### src/rtl/bitclk_pkg.sv
// Package: bitclk_pkg
// Shared types for the bit-clock generator. Holds the phase state
// encoding used by the phase counter.
package bitclk_pkg;

    typedef enum logic [1:0] {
        PH_IDLE = 2'd0,
        PH_HIGH = 2'd1,
        PH_LOW  = 2'd2
    } phase_t;

endpackage

### src/rtl/bitclk_sync.sv
// Module: bitclk_sync
// Brings an asynchronous reference clock into the system domain through
// SYNC_STAGES flops and emits a one-cycle pulse for each rising edge.
// Assumes the external clock's high and low times each exceed one
// system clock period, so that no edge is lost.
module bitclk_sync #(
    parameter int SYNC_STAGES = 2
) (
    input  logic clk,
    input  logic rst_n,
    input  logic async_i,
    output logic rise_pulse_o
);

    logic [SYNC_STAGES-1:0] sync_q;
    logic                   last_q;

    // Synchronizer chain plus one flop that holds the previous level.
    always_ff @(posedge clk) begin
        if (!rst_n) begin
            sync_q <= '0;
            last_q <= 1'b0;
        end else begin
            sync_q <= {sync_q[SYNC_STAGES-2:0], async_i};
            last_q <= sync_q[SYNC_STAGES-1];
        end
    end

    // Rising edge: synchronized level high, previous level low.
    always_comb begin
        rise_pulse_o = sync_q[SYNC_STAGES-1] & ~last_q;
    end

    // the edge pulse is never longer than one cycle.
    p_tick_single_r1: assert property (@(posedge clk) disable iff (!rst_n)
        rise_pulse_o |=> !rise_pulse_o);

endmodule

### src/rtl/bitclk_phase.sv
// Module: bitclk_phase
// Counts ticks through alternating high and low phases. It samples the
// divide value when a high phase starts and issues one-cycle strobes
// at each transition. Assumes tick_i is a single-cycle qualifier in
// the system clock domain. run_i low forces the idle state.
module bitclk_phase
    import bitclk_pkg::*;
#(
    parameter int DIV_W = 8
) (
    input  logic             clk,
    input  logic             rst_n,
    input  logic             run_i,
    input  logic             tick_i,
    input  logic [DIV_W-1:0] div_i,
    output logic             lvl_o,
    output logic             rise_o,
    output logic             fall_o
);

    localparam logic [DIV_W-1:0] ONE = {{(DIV_W-1){1'b0}}, 1'b1};

    phase_t           state_q, state_d;
    logic [DIV_W-1:0] cnt_q, cnt_d;
    logic [DIV_W-1:0] cur_div_q, cur_div_d;
    logic             rise_q, rise_d;
    logic             fall_q, fall_d;

    // Ticks remaining after the first tick of a high phase.
    function automatic logic [DIV_W-1:0] high_rem(input logic [DIV_W-1:0] d);
        return (d == '0) ? '0 : (d >> 1);
    endfunction

    // Ticks remaining after the first tick of a low phase.
    function automatic logic [DIV_W-1:0] low_rem(input logic [DIV_W-1:0] d);
        if (d == '0)  return '0;
        else if (d[0]) return d >> 1;
        else          return (d >> 1) - ONE;
    endfunction

    // Next-state logic: advance the phase on a tick, counting down.
    always_comb begin
        state_d   = state_q;
        cnt_d     = cnt_q;
        cur_div_d = cur_div_q;
        rise_d    = 1'b0;
        fall_d    = 1'b0;
        if (tick_i) begin
            unique case (state_q)
                PH_IDLE, PH_LOW: begin
                    if (state_q == PH_IDLE || cnt_q == '0) begin
                        state_d   = PH_HIGH;
                        cur_div_d = div_i;
                        cnt_d     = high_rem(div_i);
                        rise_d    = 1'b1;
                    end else begin
                        cnt_d = cnt_q - ONE;
                    end
                end
                PH_HIGH: begin
                    if (cnt_q == '0) begin
                        state_d = PH_LOW;
                        cnt_d   = low_rem(cur_div_q);
                        fall_d  = 1'b1;
                    end else begin
                        cnt_d = cnt_q - ONE;
                    end
                end
                default: state_d = PH_IDLE;
            endcase
        end
    end

    // State register; reset and a low run enable both force idle.
    always_ff @(posedge clk) begin
        if (!rst_n || !run_i) begin
            state_q   <= PH_IDLE;
            cnt_q     <= '0;
            cur_div_q <= '0;
            rise_q    <= 1'b0;
            fall_q    <= 1'b0;
        end else begin
            state_q   <= state_d;
            cnt_q     <= cnt_d;
            cur_div_q <= cur_div_d;
            rise_q    <= rise_d;
            fall_q    <= fall_d;
        end
    end

    // Drive outputs from registered state.
    always_comb begin
        lvl_o  = (state_q == PH_HIGH);
        rise_o = rise_q;
        fall_o = fall_q;
    end

    // strobes are single-cycle and mutually exclusive.
    p_rise_single_r8: assert property (@(posedge clk) disable iff (!rst_n)
        rise_o |=> !rise_o);
    p_fall_single_r8: assert property (@(posedge clk) disable iff (!rst_n)
        fall_o |=> !fall_o);
    p_strobe_excl_r8: assert property (@(posedge clk) disable iff (!rst_n)
        !(rise_o && fall_o));
    // a low run enable leaves the clock low with no strobe.
    p_run_idle_r6: assert property (@(posedge clk) disable iff (!rst_n)
        !run_i |=> (!lvl_o && !rise_o && !fall_o));
    // the level only moves on a tick.
    p_move_on_tick_r1: assert property (@(posedge clk) disable iff (!rst_n)
        (run_i && !tick_i) |=> $stable(lvl_o));

endmodule

### src/rtl/bitclk_gen.sv
// Module: bitclk_gen
// Top of the serial bit-clock generator. It selects the tick source
// (system clock or synchronized external clock), runs the phase
// counter and applies output polarity. Assumes all control inputs are
// synchronous to clk and that the external clock is asynchronous.
module bitclk_gen #(
    parameter int DIV_W       = 8,
    parameter int SYNC_STAGES = 2
) (
    input  logic             clk,
    input  logic             rst_n,
    input  logic             ext_clk_i,
    input  logic             src_sys_i,
    input  logic [DIV_W-1:0] div_i,
    input  logic             inv_i,
    input  logic             run_i,
    output logic             bclk_o,
    output logic             rise_o,
    output logic             fall_o
);

    logic ext_rise;
    logic tick;
    logic lvl;

    bitclk_sync #(
        .SYNC_STAGES (SYNC_STAGES)
    ) i_sync (
        .clk          (clk),
        .rst_n        (rst_n),
        .async_i      (ext_clk_i),
        .rise_pulse_o (ext_rise)
    );

    // Tick source: every cycle, or each synchronized external rising edge.
    always_comb begin
        tick = src_sys_i ? 1'b1 : ext_rise;
    end

    bitclk_phase #(
        .DIV_W (DIV_W)
    ) i_phase (
        .clk    (clk),
        .rst_n  (rst_n),
        .run_i  (run_i),
        .tick_i (tick),
        .div_i  (div_i),
        .lvl_o  (lvl),
        .rise_o (rise_o),
        .fall_o (fall_o)
    );

    // Polarity control at the pin.
    always_comb begin
        bclk_o = lvl ^ inv_i;
    end

    // a strobe marks the edge of the uninverted level at the pin.
    p_rise_level_r5: assert property (@(posedge clk) disable iff (!rst_n)
        rise_o |-> (bclk_o == ~inv_i));

endmodule

### config.mk
export PLATFORM = sky130hd
export DESIGN_NAME = bitclk_gen
export DESIGN_NICKNAME = d
export VERILOG_FILES = /design/src/rtl/bitclk_pkg.sv /design/src/rtl/bitclk_sync.sv /design/src/rtl/bitclk_phase.sv /design/src/rtl/bitclk_gen.sv
export SDC_FILE = /design/constraint.sdc
export NUM_CORES = 1
export LEC_CHECK = 0
export BUFFER_PORTS_ARGS = -buffer_cell sky130_fd_sc_hd__buf_2
export CORE_AREA = 2 2 95 51
export CTS_BUF_LIST = sky130_fd_sc_hd__clkbuf_4 sky130_fd_sc_hd__clkbuf_8 sky130_fd_sc_hd__clkbuf_16
export DETAILED_ROUTE_END_ITERATION = 12
export DIE_AREA = 0 0 97 53
export HOLD_SLACK_MARGIN = 0.08
export PLACE_DENSITY = 0.47
export SYNTH_ARGS = -nofsm -noshare
export SYNTH_HDL_FRONTEND = slang
export SYNTH_SLANG_ARGS = --single-unit
### constraint.sdc
create_clock -name clk -period 4.85 [get_ports clk]
set_input_delay 0 -clock clk [delete_from_list [all_inputs] [get_ports clk]]
set_output_delay 0 -clock clk [all_outputs]
set_load 0.005 [all_outputs]
Yosys cells after proc, flatten, opt, wreduce, memory -nomap -nowiden. Cells that the tools add are included.

Register bits after elaboration: 23. Memory bits (writable): 0. Input port bits: 14. Output and inout bits: 3. Latch bits: 0. ROM bits: 0. Memories: 0. Logic and storage cells: 46.

Multipliers: 0. Eq/ne operators: 4. Mux-type cells: 12. Reductions and logical operators: 15. Divide/modulo/power cells: 0. Shifts and indexed selects: 0. $lt $le $gt $ge: 0. Add/sub/neg operators: 2. Bitwise logic cells: 6.

Operator list (number): 8-bit two-way mux (4); 8-bit logical NOT (3); 8-bit case mux with 2 select lines (1); 7-bit by 1-bit subtractor with 8-bit output (second input constant) (1); 8-bit by 1-bit subtractor with 8-bit output (second input constant) (1); 7-bit two-way mux (1); 3-bit AND reduction (2); 3-bit OR reduction (2); 2-bit two-way mux (2); 2-bit by 1-bit != test with 1-bit output (second input constant) (2); 1-bit inverter (4); 2-bit case mux with 2 select lines (1); 1-bit two-way mux (3); 2-bit by 1-bit equality test with 1-bit output (second input constant) (1); 2-bit equality test (second input constant) (1); 1-bit logical NOT (2); 2-bit logical NOT (1); 1-bit logical OR (2); 2-bit AND reduction (1); 2-bit nonzero test (1); 2-bit OR reduction (1); 1-bit bitwise AND (1); 1-bit XOR (1).

Longest topological paths before layout. Gate-level depths: netlist of run 1.

Depth after elaboration: 5. Depth in mapped cells: 8. Gate-level depth less buffers: 7.

Modules after synthesis. From an unflattened synthesis of run 1, not the netlist that was laid out.

Cell total of the unflattened synthesis: 174. Area total of the unflattened synthesis: 1410.1 µm².

By module, submodules not included: bitclk_phase (times used 1, seq. area each 400.4 µm², area each 1302.5 µm², cells each 165); bitclk_sync (times used 1, seq. area each 60.1 µm², area each 92.6 µm², cells each 7); bitclk_gen (times used 1, seq. area each 0.0 µm², area each 15.0 µm², cells each 2).

Least setup slack after synthesis of run 1. Ideal clock, no wire load.

Path kind: flip-flop to flip-flop. Start: reg i_phase.cur_div_q[2]. End: reg i_phase.cnt_q[6]. Arrival: 1736 ps. Library setup time: 136 ps. Required time: 4714 ps. Clock period less this slack: 1872 ps. Stages on the path, launching flop included: 8. Path slack: 2978 ps. Path through: dfxtp_1 inv_1 ha_1 or3b_2 nor4_1 xor2_1 a2111oi_0 a211oi_1.

Word-level cells in the longest chain between the ends: 5. Elaborated cells between the ends (all ways): 6.

RTL lines: start: declaration (line bitclk_phase.sv:25) `logic [DIV_W-1:0] cur_div_q, cur_div_d;`; start signal: assignment (line bitclk_phase.sv:85) `cur_div_q <= cur_div_d;`; 7-bit by 1-bit subtractor with 8-bit output (line bitclk_phase.sv:38) `else return (d >> 1) - ONE;`; 8-bit two-way mux (line bitclk_phase.sv:37) `else if (d[0]) return d >> 1;`; 8-bit two-way mux * (line bitclk_phase.sv:36) `if (d == '0) return '0;`; 8-bit two-way mux * (line bitclk_phase.sv:61) `if (cnt_q == '0) begin`; 8-bit case mux with 2 select lines * (line bitclk_phase.sv:49) `unique case (state_q)`; end signal: assignment (line bitclk_phase.sv:84) `cnt_q <= cnt_d;`; end: declaration (line bitclk_phase.sv:24) `logic [DIV_W-1:0] cnt_q, cnt_d;`.

Mark *: on every way between the ends. The rest lies on a longest branch, timed or not. A chain may end at the register's enable or synchronous reset.

Worst setup path in the final report of run 1.
Start: reg i_phase.state_q[0]. End: reg i_phase.cnt_q[6].

Word-level cells in the longest chain between the ends: 4. Elaborated cells between the ends (all ways): 9.

RTL lines: start: declaration (line bitclk_phase.sv:23) `phase_t state_q, state_d;`; start signal: assignment (line bitclk_phase.sv:83) `state_q <= state_d;`; 2-bit equality test or 2-bit logical NOT (tied branches) (line bitclk_phase.sv:49, bitclk_phase.sv:51); 2-bit OR reduction or 1-bit logical OR (tied branches) (line bitclk_phase.sv:49, bitclk_phase.sv:51); 2-bit nonzero test (no line) or 8-bit two-way mux (tied branches); 2-bit AND reduction (no line) or 8-bit case mux with 2 select lines (tied branches).

Several ways; a longest one is shown, not always the timed one.

==> results of run 1 <==
## area by class of cell
class	count	area, sq um	area share (%)
inverters	6	22.5	1.34
well taps	57	71.3	4.24
flip-flops and latches	23	460	27.4
clock inverters	1	5.00	0.298
multi-input cells	137	890	52.9
clock buffers	3	41.3	2.46
repair buffers	27	190	11.3
## power by group
| part | internal, uW | total [uW] | switching [uW] | leakage (uW) |
|---|---|---|---|---|
| Sequential | 197 | 211 | 13.6 | 0.000188 |
| Clock | 57.5 | 124 | 66.8 | 0.0000255 |
| Combinational | 54.7 | 130 | 75.1 | 0.000466 |
| Total | 309 | 465 | 156 | 0.000679 |
## cells in the final DEF (no fill, tap or decap), types with 2 or more instances in the layout
cell           instances
a21oi_1                6
a2bb2oi_1              2
a31oi_1                4
a41oi_1                2
and2_1                 5
buf_2                 16
clkbuf_8               3
dfxtp_1               23
dlygate4sd3_1         11
ha_1                   4
inv_1                  6
mux2i_1                9
nand2_1               11
nand3_1                4
nor2_1                29
nor2b_1                4
nor3_1                 9
nor4_1                 3
o21ai_0               11
o221ai_1               3
o31ai_1                2
xnor2_1                4
xor2_1                 4
## timing repair
action / 4_1_cts / 5_1_grt
hold buffers: 11 / 0
setup endpoints to repair: 0 / 0
endpoints found under the hold margin: 13 / 0
## critical path: stages, from the launching register on
cell and delay [ns]:
dfxtp_1 0.58, nor2b_1 0.62, o21ai_0 0.32, a2111oi_0 0.47
a211oi_1 0.08
## sequential cells by signal, indices dropped and copies added (netlist names)
register	flops
i_phase.cnt_q	8
i_phase.cur_div_q	8
i_phase.rise_o	1
i_sync.sync_q	2
i_phase.state_q	2
i_phase.fall_o	1
i_sync.last_q	1
## metal layers
metal	global-route usage, %	part of all wire [%]
met2	23.4	38
met5	0	0
met3	3.30	7.8
met4	4.23	0.87
met1	24.6	53
## worst paths after layout
path                       from  cells after the start  slack, ns          endpoint
max          i_phase.state_q[0]                      4       2.65  i_phase.cnt_q[6]
min                       run_i                      3       0.11  i_phase.cnt_q[6]
max reg2reg  i_phase.state_q[0]                      4       2.65  i_phase.cnt_q[6]
min reg2reg    i_sync.sync_q[1]                      1       0.47     i_sync.last_q
## through the flow
step | setup slack [ns] | std cells
floorplan | 2.98 | 173
global placement | 2.70 | 239
detailed placement | 2.73 | 239
CTS | 2.71 | 254
global route | 2.48 | 254
finish | 2.65 | 254
## cell families (layout without fill, tap and decap cells)
family / Yosys count / after routing / share of synthesized area [%]
XOR/XNOR: 8 / 8 / 4.97
AO/OA/AOI/OAI: 40 / 40 / 20.0
buffers and inverters: 13 / 37 / 4.26
AND/OR/NAND/NOR: 76 / 76 / 28.2
multiplexers: 9 / 9 / 6.39
flip-flops: 23 / 23 / 32.7
adder cells (fa/ha/maj): 4 / 4 / 3.55
==> metrics.cfg, run 1 <==
[routing]
drc=0
drt-total-wl_um=3900
drtIter0Drc=56
via_per_inst=5.44
ant_nets=0
num_vias=1382
drt_first_pass_iters=4
wl_per_cell_um=15.4

[grt]
antenna_found_initial=0
grt_pass1_vias=1226
grt_pass1_wl_um=6490
grt_overflow=0
grt_max_degree=16
grt_usage_pct=16.3

[floorplan]
die_y_um=53
die-area_sq_mm=0.00514
pin_count=17
core.rowCount=17
chipWidth_um=97
initial_core_util_pct=33.0
core_area_sq_mm=0.00428

[final_layout]
drive_above_1_share_pct=14.7
synthToLayoutAreaGrowth_pct=19.2
nFillCells=469
finalCoreUtilization_pct=39.3
nNetsFinal=216
finish.instance_area_sq_mm=0.00168
diodes=0

[synthesis]
yosysWarnings=0
yosysTopAreaCellShare_pct=32.7
yosysTopAreaCell=dfxtp_1
synth_cell_type_count=44
ys_ff_latch=23
syn_area_sq_mm=0.00141
synthArstFlopShare_pct=0
yosys.cell_count.top_type=nor2_1
syn_area_per_cell_sq_um=8.15
syn-instance-count=173
synthTopCellsByCount=29 x nor2_1, 23 x dfxtp_1, 11 x nand2_1, 11 x o21ai_0
synth_edf_count=0
ys_seq_area_share_pct=32.7
syn_nets=191
synthFlopType=dfxtp_1
synthTopCellsByArea=dfxtp_1 33%, nor2_1 7.7%, mux2i_1 6.4%

[status]
status=finished clean

[sta]
hold_viol=0
rsz0062_at_grt=no
setup_tns_ns=0
setup_viol=0
timing.hold.ws_ns=0.108
min_period_over_period_pct=45.3
tightest_slew_ns=0.687
finalWorstPathRequiredPeriod_ns=2.20
max_freq_ghz=0.455
drv_slew=0
skew_ns=0.00271
maxSlewHeadroom_pct=53.8

[placed_design]
post_dp_cell_area_sq_mm=0.00152
hpwlAfterDp_um=2970
portBuffers=16
globalplace.congestion=0.809

[job]
cap_viol_max_count=0

[worst_setup_path]
worst-path-max-fanout=11
worst-endpoint-arrival_ns=2.34
required_ns=5.00
critPathLaunchType=flip-flop
criticalPathCategory=flip-flop to flip-flop
worstSetupEndpointType=flip-flop

[clock_tree]
cts_resized=0
cts_tree=done
cts_buffers=3
clk_latency_ns=0.27
clkSinkCount=23
clk_path_buf_depth=2
path_clk_slew_ns=0.09
h-tree-depth=1
clock-root-buffer=clkbuf_8
post_cts_buffers=0

[min_path]
hp-class=input port to flip-flop

[pwr]
peakVddDrop_v=0.000101
finalPower_uw=465
leakage_uw=0.000679
power.density_mw_per_mm2=277

(Power assumes the default switching activity.)
==> run 2: changes to the inputs <==
- ABC_AREA: unset -> 1
- CORE_AREA: 2 2 95 51 -> 2 2 94 51
- DIE_AREA: 0 0 97 53 -> 0 0 96 53
- clock period: 4.85 -> 2.2 ns (I/O delays scaled with it)
==> run 2 against run 1 <==
Worst hold slack better by 0.098 ns. Flip-flop and latch count unchanged. Via count down 0.51%. Cell area up 0.22%. Die area down 1.0%. Non-clock buffer count up 3. Sequential share of layout area down 0.061 points. Total power up 120%. Sequential power up 120%. Global-route usage down 0.42 points. Core utilization up 0.48 points. Register-to-register slack worse by 2.2 ns. Critical endpoint is now i_phase.cur_div_q[2]. Largest cell class unchanged.
==> metrics.cfg, run 2 <==
[status]
status=finished clean  ; unchanged

[final_layout]
final_cells=300  ; was 254
synthToLayoutAreaGrowth_pct=21.4  ; was 19.2%
multi_input_area_sq_um=807  ; was 890 sq um
largestRegisters=i_phase.cnt_q: 8 flops, i_phase.cur_div_q: 8 flops  ; unchanged
layout_commonest_cell=nand2_1  ; was nor2_1
nNetsFinal=262  ; was 216
nFillCells=476  ; was 469
drive_above_1_share_pct=12.8  ; was 14.7%
ff_latch_area_sq_um=460  ; unchanged
final_cell_mix=63 x nand2_1, 25 x a21oi_1, 23 x inv_1, 23 x dfxtp_1, 19 x nand3_1  ; was 29 x nor2_1, 23 x dfxtp_1, 16 x buf_2
diodes=0  ; unchanged

[pwr]
p_seq_share_pct=43.7  ; was 45.3%
finalPower_uw=1040  ; was 465 uW
p_sw_uw=363  ; was 156 uW
peakVddDrop_v=0.000252  ; was 0.000101 V
power_frac_clock_pct=27.2  ; was 26.7%
p_int_uw=678  ; was 309 uW
power.density_mw_per_mm2=618  ; was 277 mW/mm^2
combPwrFrac_pct=29.1  ; was 27.9%
leakage_uw=0.000776  ; was 0.000679 uW
p_sw_share_pct=34.9  ; was 33.5%

[grt]
grt_usage_pct=15.9  ; was 16.3%
antenna_found_initial=0  ; unchanged
grt_pass1_vias=1176  ; was 1226
grt_pass1_wl_um=5990  ; was 6490 um
grt_overflow=0  ; unchanged
grt_max_degree=19  ; was 16

[sta]
timing.hold.ws_ns=0.206  ; was 0.108 ns
finalWorstPathRequiredPeriod_ns=1.78  ; was 2.20 ns
min_period_over_period_pct=81.1  ; was 45.3%
setup_tns_ns=0  ; unchanged
rsz0062_at_grt=no  ; unchanged
max_freq_ghz=0.561  ; was 0.455 GHz
fin_ws_ns=0.417  ; was 2.65 ns
tightest_slew_ns=0.534  ; was 0.687 ns
drv_slew=0  ; unchanged
setup_viol=0  ; unchanged
maxSlewHeadroom_pct=64.3  ; was 53.8%
hold_viol=0  ; unchanged
skew_ns=0.00323  ; was 0.00271 ns

[synthesis]
synth_edf_count=0  ; unchanged
synth_cell_type_count=25  ; was 44
syn_area_per_cell_sq_um=6.51  ; was 8.15 sq um
ys_ff_latch=23  ; unchanged
synthTopCellsByArea=dfxtp_1 33%, nand2_1 17%, a21oi_1 9.0%  ; was dfxtp_1 33%, nor2_1 7.7%, mux2i_1 6.4%
synthArstFlopShare_pct=0  ; unchanged
yosysTopAreaCell=dfxtp_1  ; unchanged
syn_nets=231  ; was 191
syn-instance-count=213  ; was 173
synthFlopType=dfxtp_1  ; unchanged
yosys.cell_count.top_type=nand2_1  ; was nor2_1
ys_seq_area_share_pct=33.2  ; was 32.7%
synthTopCellsByCount=63 x nand2_1, 25 x a21oi_1, 23 x dfxtp_1, 23 x inv_1, 19 x nand3_1  ; was 29 x nor2_1, 23 x dfxtp_1, 11 x nand2_1, 11 x o21ai_0
yosysTopAreaCellShare_pct=33.2  ; was 32.7%
yosysWarnings=0  ; unchanged
syn_area_sq_mm=0.00139  ; was 0.00141 sq mm

[floorplan]
chipWidth_um=96  ; was 97 um
initial_core_util_pct=32.8  ; was 33.0%
core.rowCount=17  ; unchanged
die_y_um=53  ; unchanged
core_area_sq_mm=0.00423  ; was 0.00428 sq mm
die-area_sq_mm=0.00509  ; was 0.00514 sq mm
pin_count=17  ; unchanged

[worst_setup_path]
crit_chain=inv_1, ha_1, nand2_2, o21bai_2, nand2_1, o21ai_0, a21oi_1  ; was nor2b_1, o21ai_0, a2111oi_0, a211oi_1
critPathLaunchType=flip-flop  ; unchanged
worstSetupEndpointType=flip-flop  ; unchanged
criticalPathCategory=flip-flop to flip-flop  ; unchanged
slowest_stage=nand2_1  ; was nor2b_1
crit_family=compound AO/OA/AOI/OAI gates  ; unchanged
required_ns=2.35  ; was 5.00 ns
crit_buf_inv=1  ; was 0
worst-endpoint-arrival_ns=1.93  ; was 2.34 ns
critPathMaxStageDelay_ns=0.34  ; was 0.62 ns
worst-path-max-fanout=18  ; was 11

[clock_tree]
h-tree-depth=1  ; unchanged
clk_path_buf_depth=2  ; unchanged
path_clk_slew_ns=0.09  ; about the same
clkSinkCount=23  ; unchanged
cts_resized=0  ; unchanged
cts_buffers=3  ; unchanged
post_cts_buffers=0  ; unchanged
clk_latency_ns=0.27  ; about the same
cts_tree=done  ; unchanged
clock-root-buffer=clkbuf_8  ; unchanged

[placed_design]
post-place-cells=285  ; was 239
pre_cts_ws_ns=0.434  ; was 2.73 ns
globalplace.congestion=0.842  ; was 0.809
portBuffers=16  ; unchanged
hpwlAfterDp_um=2890  ; was 2970 um

[routing]
drt_first_pass_iters=4  ; unchanged
drt-total-wl_um=3610  ; was 3900 um
drc=0  ; unchanged
wl_per_cell_um=12.0  ; was 15.4 um
drtIter0Drc=62  ; was 56
ant_nets=0  ; unchanged
num_vias=1375  ; was 1382
via_per_inst=4.58  ; was 5.44

[min_path]
hp-class=input port to flip-flop  ; unchanged

[job]
cap_viol_max_count=0  ; unchanged

## run 2: final timing paths
check / from / to / slack [ns] / cells past startpoint
worst max register to register: i_phase.cnt_q[0] / i_phase.cur_div_q[2] / 0.42 / 7
worst min register to register: i_sync.sync_q[0] / i_sync.sync_q[1] / 0.42 / 2
worst max-delay path: i_phase.cnt_q[0] / i_phase.cur_div_q[2] / 0.42 / 7
worst min-delay path: src_sys_i / i_phase.state_q[0] / 0.21 / 5
## run 2: cells by family after synthesis
logic type,after synthesis,share of synthesized area (%)
XOR/XNOR,3,1.89
buffers and inverters,27,8.66
AND/OR/NAND/NOR,111,35.3
AO/OA/AOI/OAI,45,17.3
adder cells (fa/ha/maj),4,3.61
flip-flops,23,33.2
## run 2: routing by layer
metal	global-route usage, %	up-vias	wire, um
li1	-	763	-
met1	26.2	582	2240
met2	19.3	28	1210
met3	4.27	2	148
met4	2.86	0	19
met5	0	-	0
## run 2: tightest hold or removal path, delay by kind of cell
kind	cells	cell delay, ns
simple gates	1	0.06
buf+inv	1	0.08
compound gates	3	0.30
## run 2: what timing repair did
action	4_1_cts	5_1_grt
hold endpoints to repair	11	0
hold buffers	11	0
setup endpoints to repair	0	0
## run 2: power groups by stage
stage          Sequential [uW]  Combinational (uW)  Clock [uW]
4_1_cts                    455                 304         295
6_report                   455                 303         283
2_1_floorplan              460                 217           0
3_5_place_dp               464                 288           0
5_1_grt                    458                 347         310
3_3_place_gp               465                 292           0
## run 2: cell type report
class | instances | area share, %
Timing Repair Buffer | 30 | 12.6
Clock buffer | 3 | 2.45
Inverter | 23 | 5.13
Multi-Input combinational cell | 163 | 47.9
Clock inverter | 1 | 0.297
Tap cell | 57 | 4.23
Sequential cell | 23 | 27.3
## run 2: per-stage QoR
stage / utilization [%] / area [sq um]
2_1_floorplan: - / 1390
3_3_place_gp: 36.1 / 1530
3_5_place_dp: 36.1 / 1530
6_report: 39.8 / 1680
4_1_cts: 39.8 / 1680
5_1_grt: 39.8 / 1680
